$ cat src/rtl/bbm_pkg.sv
package bbm_pkg;

    typedef enum logic [1:0] {
        BLK_FREE = 2'd0,
        BLK_USED = 2'd1,
        BLK_BAD  = 2'd2
    } blk_state_e;

    typedef enum logic {
        POL_SKIP  = 1'b0,
        POL_SPARE = 1'b1
    } policy_e;

    typedef enum logic {
        FSM_IDLE = 1'b0,
        FSM_SCAN = 1'b1
    } fsm_e;

endpackage

$ cat src/rtl/bbm_free_pick.sv
// Lowest-index free block at or above LO.
module bbm_free_pick
    import bbm_pkg::*;
#(
    parameter int N  = 16,
    parameter int LO = 12,
    parameter int BW = 4
) (
    input  blk_state_e [N-1:0] st,
    output logic               found,
    output logic [BW-1:0]      idx
);

    always_comb begin
        found = 1'b0;
        idx   = '0;
        for (int i = N - 1; i >= 0; i--) begin
            if (i >= LO && st[i] == BLK_FREE) begin
                found = 1'b1;
                idx   = BW'(i);
            end
        end
    end

endmodule

$ cat src/rtl/bbm_lookup.sv
// Registered translation read port.
module bbm_lookup #(
    parameter int USER = 12,
    parameter int BW   = 4
) (
    input  logic                   clk,
    input  logic                   rst_n,
    input  logic                   req,
    input  logic [BW-1:0]          lba,
    input  logic [USER-1:0][BW-1:0] map,
    input  logic [USER-1:0]        mval,
    output logic                   ack,
    output logic                   hit,
    output logic [BW-1:0]          pba
);

    localparam logic [BW:0] USER_W = (BW + 1)'(USER);

    typedef struct packed {
        logic          ack;
        logic          hit;
        logic [BW-1:0] pba;
    } lk_t;

    lk_t l_d, l_q;

    always_comb begin
        l_d     = '0;
        l_d.ack = req;
        if (req && ({1'b0, lba} < USER_W)) begin
            if (mval[lba]) begin
                l_d.hit = 1'b1;
                l_d.pba = map[lba];
            end
        end
    end

    always_ff @(posedge clk or negedge rst_n) begin
        if (!rst_n) l_q <= '0;
        else        l_q <= l_d;
    end

    assign ack = l_q.ack;
    assign hit = l_q.hit;
    assign pba = l_q.pba;

endmodule

$ cat src/rtl/bbm_remap.sv
module bbm_remap
    import bbm_pkg::*;
#(
    parameter int      NUM_BLK   = 16,
    parameter int      NUM_SPARE = 4,
    parameter policy_e POLICY    = POL_SKIP,
    localparam int     USER      = NUM_BLK - NUM_SPARE,
    localparam int     BW        = $clog2(NUM_BLK)
) (
    input  logic          clk,
    input  logic          rst_n,
    input  logic          lk_req,
    input  logic [BW-1:0] lk_lba,
    output logic          lk_ack,
    output logic          lk_hit,
    output logic [BW-1:0] lk_pba,
    input  logic          rt_req,
    input  logic [BW-1:0] rt_pba,
    output logic          rt_busy,
    output logic          rt_done,
    output logic          rt_err,
    output logic [BW:0]   spare_count,
    output logic [BW:0]   capacity,
    output logic          exhausted
);

    localparam logic [BW:0]   CNT_ONE  = (BW + 1)'(1);
    localparam logic [BW:0]   NBLK_W   = (BW + 1)'(NUM_BLK);
    localparam logic [BW-1:0] PTR_LAST = BW'(NUM_BLK - 1);
    localparam logic [BW-1:0] SCAN_LIM = BW'(NUM_BLK - 2);

    typedef struct packed {
        fsm_e                          fsm;
        logic [BW-1:0]                 ptr;
        logic [BW-1:0]                 cnt;
        logic [BW-1:0]                 cur;
        logic                          done;
        logic                          err;
        logic [BW:0]                   free_cnt;
        logic [BW:0]                   cap;
        logic [USER-1:0][BW-1:0]       map;
        logic [USER-1:0]               mval;
        blk_state_e [NUM_BLK-1:0]      st;
        logic [NUM_BLK-1:0][BW-1:0]    own;
    } regs_t;

    function automatic regs_t init_regs();
        regs_t r;
        r          = '0;
        r.fsm      = FSM_IDLE;
        r.free_cnt = (BW + 1)'(NUM_SPARE);
        r.cap      = (BW + 1)'(USER);
        for (int i = 0; i < USER; i++) begin
            r.map[i]  = BW'(i);
            r.mval[i] = 1'b1;
        end
        for (int i = 0; i < NUM_BLK; i++) begin
            r.st[i]  = (i < USER) ? BLK_USED : BLK_FREE;
            r.own[i] = (i < USER) ? BW'(i) : '0;
        end
        return r;
    endfunction

    regs_t         s_d, s_q;
    logic          pick_found;
    logic [BW-1:0] pick_idx;

    generate
        if (POLICY == POL_SPARE) begin : g_spare
            bbm_free_pick #(
                .N  (NUM_BLK),
                .LO (USER),
                .BW (BW)
            ) u_pick (
                .st    (s_q.st),
                .found (pick_found),
                .idx   (pick_idx)
            );
        end else begin : g_skip
            assign pick_found = 1'b0;
            assign pick_idx   = '0;
        end
    endgenerate

    function automatic logic [BW-1:0] next_ptr(input logic [BW-1:0] p);
        return (p == PTR_LAST) ? '0 : BW'(p + 1'b1);
    endfunction

    always_comb begin
        logic [BW-1:0] lo;
        s_d      = s_q;
        s_d.done = 1'b0;
        s_d.err  = 1'b0;
        lo       = s_q.own[rt_pba];
        case (s_q.fsm)
            FSM_IDLE: begin
                if (rt_req) begin
                    if ({1'b0, rt_pba} >= NBLK_W) begin
                        s_d.done = 1'b1;
                    end else begin
                        case (s_q.st[rt_pba])
                            BLK_FREE: begin
                                s_d.st[rt_pba] = BLK_BAD;
                                s_d.free_cnt   = s_q.free_cnt - CNT_ONE;
                                s_d.done       = 1'b1;
                            end
                            BLK_USED: begin
                                s_d.st[rt_pba] = BLK_BAD;
                                s_d.cur        = lo;
                                if (POLICY == POL_SPARE) begin
                                    s_d.done = 1'b1;
                                    if (pick_found) begin
                                        s_d.map[lo]       = pick_idx;
                                        s_d.st[pick_idx]  = BLK_USED;
                                        s_d.own[pick_idx] = lo;
                                        s_d.free_cnt      = s_q.free_cnt - CNT_ONE;
                                    end else begin
                                        s_d.mval[lo] = 1'b0;
                                        s_d.cap      = s_q.cap - CNT_ONE;
                                        s_d.err      = 1'b1;
                                    end
                                end else begin
                                    s_d.fsm = FSM_SCAN;
                                    s_d.ptr = next_ptr(rt_pba);
                                    s_d.cnt = '0;
                                end
                            end
                            default: s_d.done = 1'b1;
                        endcase
                    end
                end
            end
            FSM_SCAN: begin
                if (s_q.st[s_q.ptr] == BLK_FREE) begin
                    s_d.map[s_q.cur]  = s_q.ptr;
                    s_d.st[s_q.ptr]   = BLK_USED;
                    s_d.own[s_q.ptr]  = s_q.cur;
                    s_d.free_cnt      = s_q.free_cnt - CNT_ONE;
                    s_d.done          = 1'b1;
                    s_d.fsm           = FSM_IDLE;
                end else if (s_q.cnt == SCAN_LIM) begin
                    s_d.mval[s_q.cur] = 1'b0;
                    s_d.cap           = s_q.cap - CNT_ONE;
                    s_d.done          = 1'b1;
                    s_d.err           = 1'b1;
                    s_d.fsm           = FSM_IDLE;
                end else begin
                    s_d.ptr = next_ptr(s_q.ptr);
                    s_d.cnt = BW'(s_q.cnt + 1'b1);
                end
            end
            default: s_d.fsm = FSM_IDLE;
        endcase
    end

    always_ff @(posedge clk or negedge rst_n) begin
        if (!rst_n) s_q <= init_regs();
        else        s_q <= s_d;
    end

    bbm_lookup #(
        .USER (USER),
        .BW   (BW)
    ) u_lookup (
        .clk   (clk),
        .rst_n (rst_n),
        .req   (lk_req),
        .lba   (lk_lba),
        .map   (s_q.map),
        .mval  (s_q.mval),
        .ack   (lk_ack),
        .hit   (lk_hit),
        .pba   (lk_pba)
    );

    assign rt_busy     = (s_q.fsm == FSM_SCAN);
    assign rt_done     = s_q.done;
    assign rt_err      = s_q.err;
    assign spare_count = s_q.free_cnt;
    assign capacity    = s_q.cap;
    assign exhausted   = (s_q.free_cnt == '0);

endmodule

$ cat config.mk
export PLATFORM = sky130hd
export DESIGN_NAME = bbm_remap
export DESIGN_NICKNAME = d
export VERILOG_FILES = /design/src/rtl/bbm_pkg.sv /design/src/rtl/bbm_free_pick.sv /design/src/rtl/bbm_lookup.sv /design/src/rtl/bbm_remap.sv
export SDC_FILE = /design/constraint.sdc
export NUM_CORES = 1
export LEC_CHECK = 0
export ABC_AREA = 1
export ABC_CLOCK_PERIOD_IN_PS = 5400
export BUFFER_PORTS_ARGS = -buffer_cell sky130_fd_sc_hd__buf_4
export CAP_MARGIN = 25
export CORE_MARGIN = 3
export CORE_UTILIZATION = 50
export DETAILED_ROUTE_END_ITERATION = 7
export HOLD_SLACK_MARGIN = 0.1
export PLACE_DENSITY = 0.66
export SLEW_MARGIN = 20
export SYNTH_ARGS = -nofsm -noshare
export SYNTH_HDL_FRONTEND = slang
export SYNTH_SLANG_ARGS = --single-unit
$ cat constraint.sdc
create_clock -name clk -period 5.4 [get_ports clk]
set_clock_uncertainty 0.05 [all_clocks]
set_input_delay 0.81 -clock clk [delete_from_list [all_inputs] [get_ports clk]]
set_output_delay 0.81 -clock clk [all_outputs]
set_load 0.01 [all_outputs]
### Word-level counts from Yosys, hierarchy flattened

Index checks and enable logic that the tools add are counted.

* multiplexer cells: 47
* eq/ne operators: 11
* divide/modulo/power cells: 0
* reduce and logical (&&, ||, !) cells: 14
* shift-type cells: 0
* $lt $le $gt $ge: 8
* bitwise gates (word level): 10
* multipliers: 0
* add/sub/neg operators: 5

Operators by type and width (number)
* 96-bit two-way mux: 1
* 64-bit bitwise mux: 1
* 32-bit two-way mux: 2
* 32-bit case mux with 2 select lines: 1
* 48-bit bitwise mux: 1
* 16-bit AND: 2
* 4-bit binary-select mux with 4-bit select: 2
* 4-bit demux with 4-bit select: 2
* 16-bit inverter: 2
* 16-bit bitwise OR: 2
* 5-bit two-way mux: 5
* 4-bit two-way mux: 6
* 4-bit by 5-bit < comparator with 1-bit output (second input constant): 4
* 9-bit case mux with 2 select lines: 1
* 2-bit binary-select mux with 4-bit select: 2
* 2-bit demux with 4-bit select: 2
* 8-bit two-way mux: 2
* 14-bit two-way mux: 1
* 13-bit two-way mux: 1
* 4-bit by 1-bit adder with 4-bit output (second input constant): 3
* 12-bit AND: 1
* 4-bit == test (second input constant): 3
* 4-bit by 1-bit >= comparator with 1-bit output (second input constant): 3
* 12-bit inverter: 1
* 19 further kinds: 44

* bits in latches: 0
* memories: 0
* output and inout port bits: 20
* flip-flop bits (word level): 187
* memory bits (writable): 0
* bits in read-only memories: 0
* word-level logic and storage cells: 151
* input port bits: 12

### Logic depth before layout (Yosys ltp)

* depth in word-level cells: 9
* mapped depth: 14
* mapped depth without buffers: 13

### Cells and area by module

Synthesis repeated with hierarchy kept, for this count alone.

* cells, all modules: 1369
* area total of the unflattened synthesis: 10309.9 µm²

By module, submodules not included
* bbm_remap: area an instance 9429.0 µm², seq. area each 4613.2 µm², cells each 1193, times used 1
* bbm_lookup: area an instance 880.8 µm², seq. area each 150.1 µm², cells each 176, times used 1

### Worst setup path after synthesis

Ideal clock, no wire load.

* kind: in2reg
* start point: input port rt_pba[1]
* end point: register s_q[172] (netlist name)
* setup time: 117 ps
* arrival time: 2129 ps
* data required time: 5233 ps
* path slack: 3104 ps
* path buffers: 3
* cell stages on the path: 13
* path through: buf_2 inv_1 buf_2 nand3_1 nand2_1 nand2_1 nand2_1 inv_1 nand2_1 nand3_1 buf_2 nand3_1 nand2_1

* cells in the longest elaborated chain, start to end: 5

RTL lines
* from (decl): line bbm_remap.sv:18 `input logic [BW-1:0] rt_pba,`
* 2-bit binary-select mux with 4-bit select: line bbm_remap.sv:101 `case (s_q.st[rt_pba])`
* 2-bit two-way mux (not written as such): line bbm_remap.sv:101
* 2-bit by 1-bit == test with 1-bit output: line bbm_remap.sv:101
* 2-bit by 1-bit inequality test with 1-bit output (no line)
* 4-bit AND reduction (no line)
* to (signal assigned): line bbm_remap.sv:157 `if (!rst_n) s_q <= init_regs();`
* to (decl): line bbm_remap.sv:64 `regs_t s_d, s_q;`

No other way between the ends. The select of a mux whose other input is x is not followed.
A chain may end at the register's enable or synchronous reset.

### Worst setup path after layout

* start point: register s_q[176] (netlist name)
* end point: register s_q[132] (netlist name)

* cells in the longest elaborated chain, start to end: 4
* elaborated cells on any way between the ends: 5
* those cells by class: mux (3); reduce/logical (2)

RTL lines
* 2-bit binary-select mux with 4-bit select: line bbm_remap.sv:134 `if (s_q.st[s_q.ptr] == BLK_FREE) begin`
* 2-bit two-way mux (not written as such): line bbm_remap.sv:134
* 2-bit zero test: line bbm_remap.sv:134
* 2-bit AND reduction (no line)

Several ways; a longest one is shown, not always the timed one. The select of a mux whose other input is x is not followed.

==> results.cfg <==
[place]
gp_congestion = 0.923
place_inst = 1554
hpwl_mm = 17.5
io_buffers = 31
post-place-ws_ns = 1.96

[clocking]
cts_tree = built
cts_buffer_depth = 2
cts_sinks = 187
cts_root_buf = clkbuf_16
cts_resized = 0
cts.clk_slew.worst_paths_ns = 0.07
post_cts_buffers = 0
cts.htree.levels = 4
cts_hold_buffers = 0
cts_made_buffers = 17
insertion_delay_ns = 0.43

[global_routing]
grt_pass1_wl_mm = 42.8
grt_start_max_net_pins = 109
antenna_found_initial = 0
grt_pass1_vias = 7995
grt_remaining_overflow = 0
grtUsageTotal_pct = 25.0

[timing]
fin_crit_ns = 3.42
drv_slew = 0
finalHoldViolCount = 0
grt_setup_unrepaired = false
worst_slack_ns = 1.98
fin_crit_sh_pct = 63.2
timing.fmax_mhz = 293
setup_viol = 0
worstMarginPinSlew_ns = 1.03
finalSetupTns_ns = 0
slew_headroom_pct = 31.5

[die]
initial_core_util_pct = 51.7
core_area_mm2 = 0.0190
die_area_mm2 = 0.0214
fp.dieH_um = 146
row_count = 50
die_w_um = 146
ios = 32

[final_layout]
diodes = 0
instances_no_fill = 1586
syn2layout_area_growth_pct = 8.95
fillCellCount = 1838
postLayoutCoreUtil_pct = 56.4
final_nets = 1337
drive_gt1_share_pct = 11.4

[drt]
drtAntennaViolNets = 0
viasPerCell = 5.41
first_pass_iters = 6
vias = 8579
wl_per_cell_um = 16.6
drc = 0
wirelength_mm = 26.3
drt_iter0_drc = 789

[synth]
yosysSeqAreaShare_pct = 48.4
synth_common_cells = nand2_1 (441), inv_1 (137), nand3_1 (131)
synth.avg_cell_area_um2 = 7.42
yosysTopAreaCell = dfrtp_1
synth_seq_cells = 187
synth_edf_count = 0
synth.most_common_cell = nand2_1
synth_area_leaders = dfrtp_1 (31%), dfstp_2 (18%), nand2_1 (17%), nand3_1 (6.7%), o21ai_0 (5.8%)
synthesis.area_mm2 = 0.00984
syn_inst = 1327
async_flop_share_pct = 100
ys_types = 28
syn_nets = 1351
yosys_warnings = 0
yosys_most_used_dff = dfrtp_1
synth_top_area_share_pct = 30.5

[pwr]
powerDensity_mw_per_mm2 = 475
irDropWorstVdd_mv = 0.252
p_leak_nw = 5.33

[setup_path]
crit_required_ns = 5.64
worstSetupStartpointType = register
cp_max_fo = 43
endpoint_kind = register
critPathArrivalTime_ns = 3.66
path_class = reg -> reg
regToRegSetupSlack_ns = 1.98

[run]
drv_cap = 0

[worst_hold_path]
hold_path.class = reg -> reg

[run_status]
status = complete, no violations
where the power goes:
group	switching (mW)	internal (mW)
registers	0.318	1.83
logic	1.12	0.479
clock network	0.594	0.747
total	2.03	3.06
through the flow:
stage / power [mW] / area [µm²] / hold WS (ns)
after global routing: 5.44 / 10700 / 0.426
after detailed placement: 3.76 / 10100 / 0.395
after CTS: 5.10 / 10700 / 0.407
final: 5.09 / 10700 / 0.408
after floorplan: 3.27 / 9840 / 0.384
after global placement: 3.73 / 10100 / 0.394
state kept, by name, summed over array words and instances (netlist names):
signal,cells
capacity,5
rt_busy,1
u_lookup.hit,1
u_lookup.ack,1
rt_done,1
u_lookup.pba,4
spare_count,5
s_q,168
rt_err,1
placed cells by master (no fill, tap or decap):
cell and instances:
dfstp_2 67, buf_12 1, o21ai_0 115, clkinv_8 1, bufinv_16 3, o21ai_1 9, nor2_4 2, nand3_2 2
buf_4 34, o21bai_1 1, inv_1 137, clkbuf_16 17, o22ai_1 16, nand3_1 131, nand4_1 8, o21a_1 6
ha_1 12, nand2_1 441, inv_2 4, nand2_2 3, inv_8 2, clkinv_4 2, xnor2_1 3, a21oi_1 57
inv_6 4, nor3_1 8, xor2_1 8, clkbuf_8 1, nor2_2 5, nor2_1 103, dfrtp_1 120, clkinvlp_4 3
cell type report:
type | count | area [µm²] | area share [%]
inverters | 141 | 529 | 4.94
clock inverters | 15 | 204 | 1.90
well taps | 260 | 325 | 3.03
flip-flops and latches | 187 | 4760 | 44.4
multi-input cells | 930 | 4190 | 39.0
clock buffers | 17 | 425 | 3.97
repair buffers | 36 | 289 | 2.70
per-layer routing:
| layer | vias to the layer above | global-route usage, % | share of wire (%) |
|---|---|---|---|
| met2 | 282 | 38.0 | 45 |
| li1 | 4174 | - | - |
| met3 | 40 | 3.94 | 5.8 |
| met4 | 0 | 9.08 | 2.6 |
| met5 | - | 0 | 0 |
| met1 | 4083 | 36.4 | 47 |
final timing paths:
check / from / to / cells past startpoint
hold reg to reg: s_q[99] / s_q[99] / 1
hold / removal: s_q[99] / s_q[99] / 1
min in group asynchronous: rst_n / s_q[17] / 1
setup / recovery: s_q[176] / s_q[132] / 10
max in group asynchronous: rst_n / s_q[128] / 2
setup reg to reg: s_q[176] / s_q[132] / 10
worst max-delay path, cell delays in order (launching register included):
cell,delay [ns]
dfrtp_1,0.67
buf_4,0.38
nand2_1,0.10
nand3_1,0.08
nand2_1,0.06
nand2_1,0.05
nand2_1,0.09
nor2_2,0.17
nand3_2,0.72
nor2_1,0.71
o21ai_0,0.15
logic make-up after synthesis:
logic type / synth area share [%]
simple gates: 29.3
compound gates: 10.8
flops: 48.4
buf+inv: 9.07
xor+xnor: 0.979
fa+ha+maj: 1.53
No activity file was read; power rests on OpenSTA's default activity.
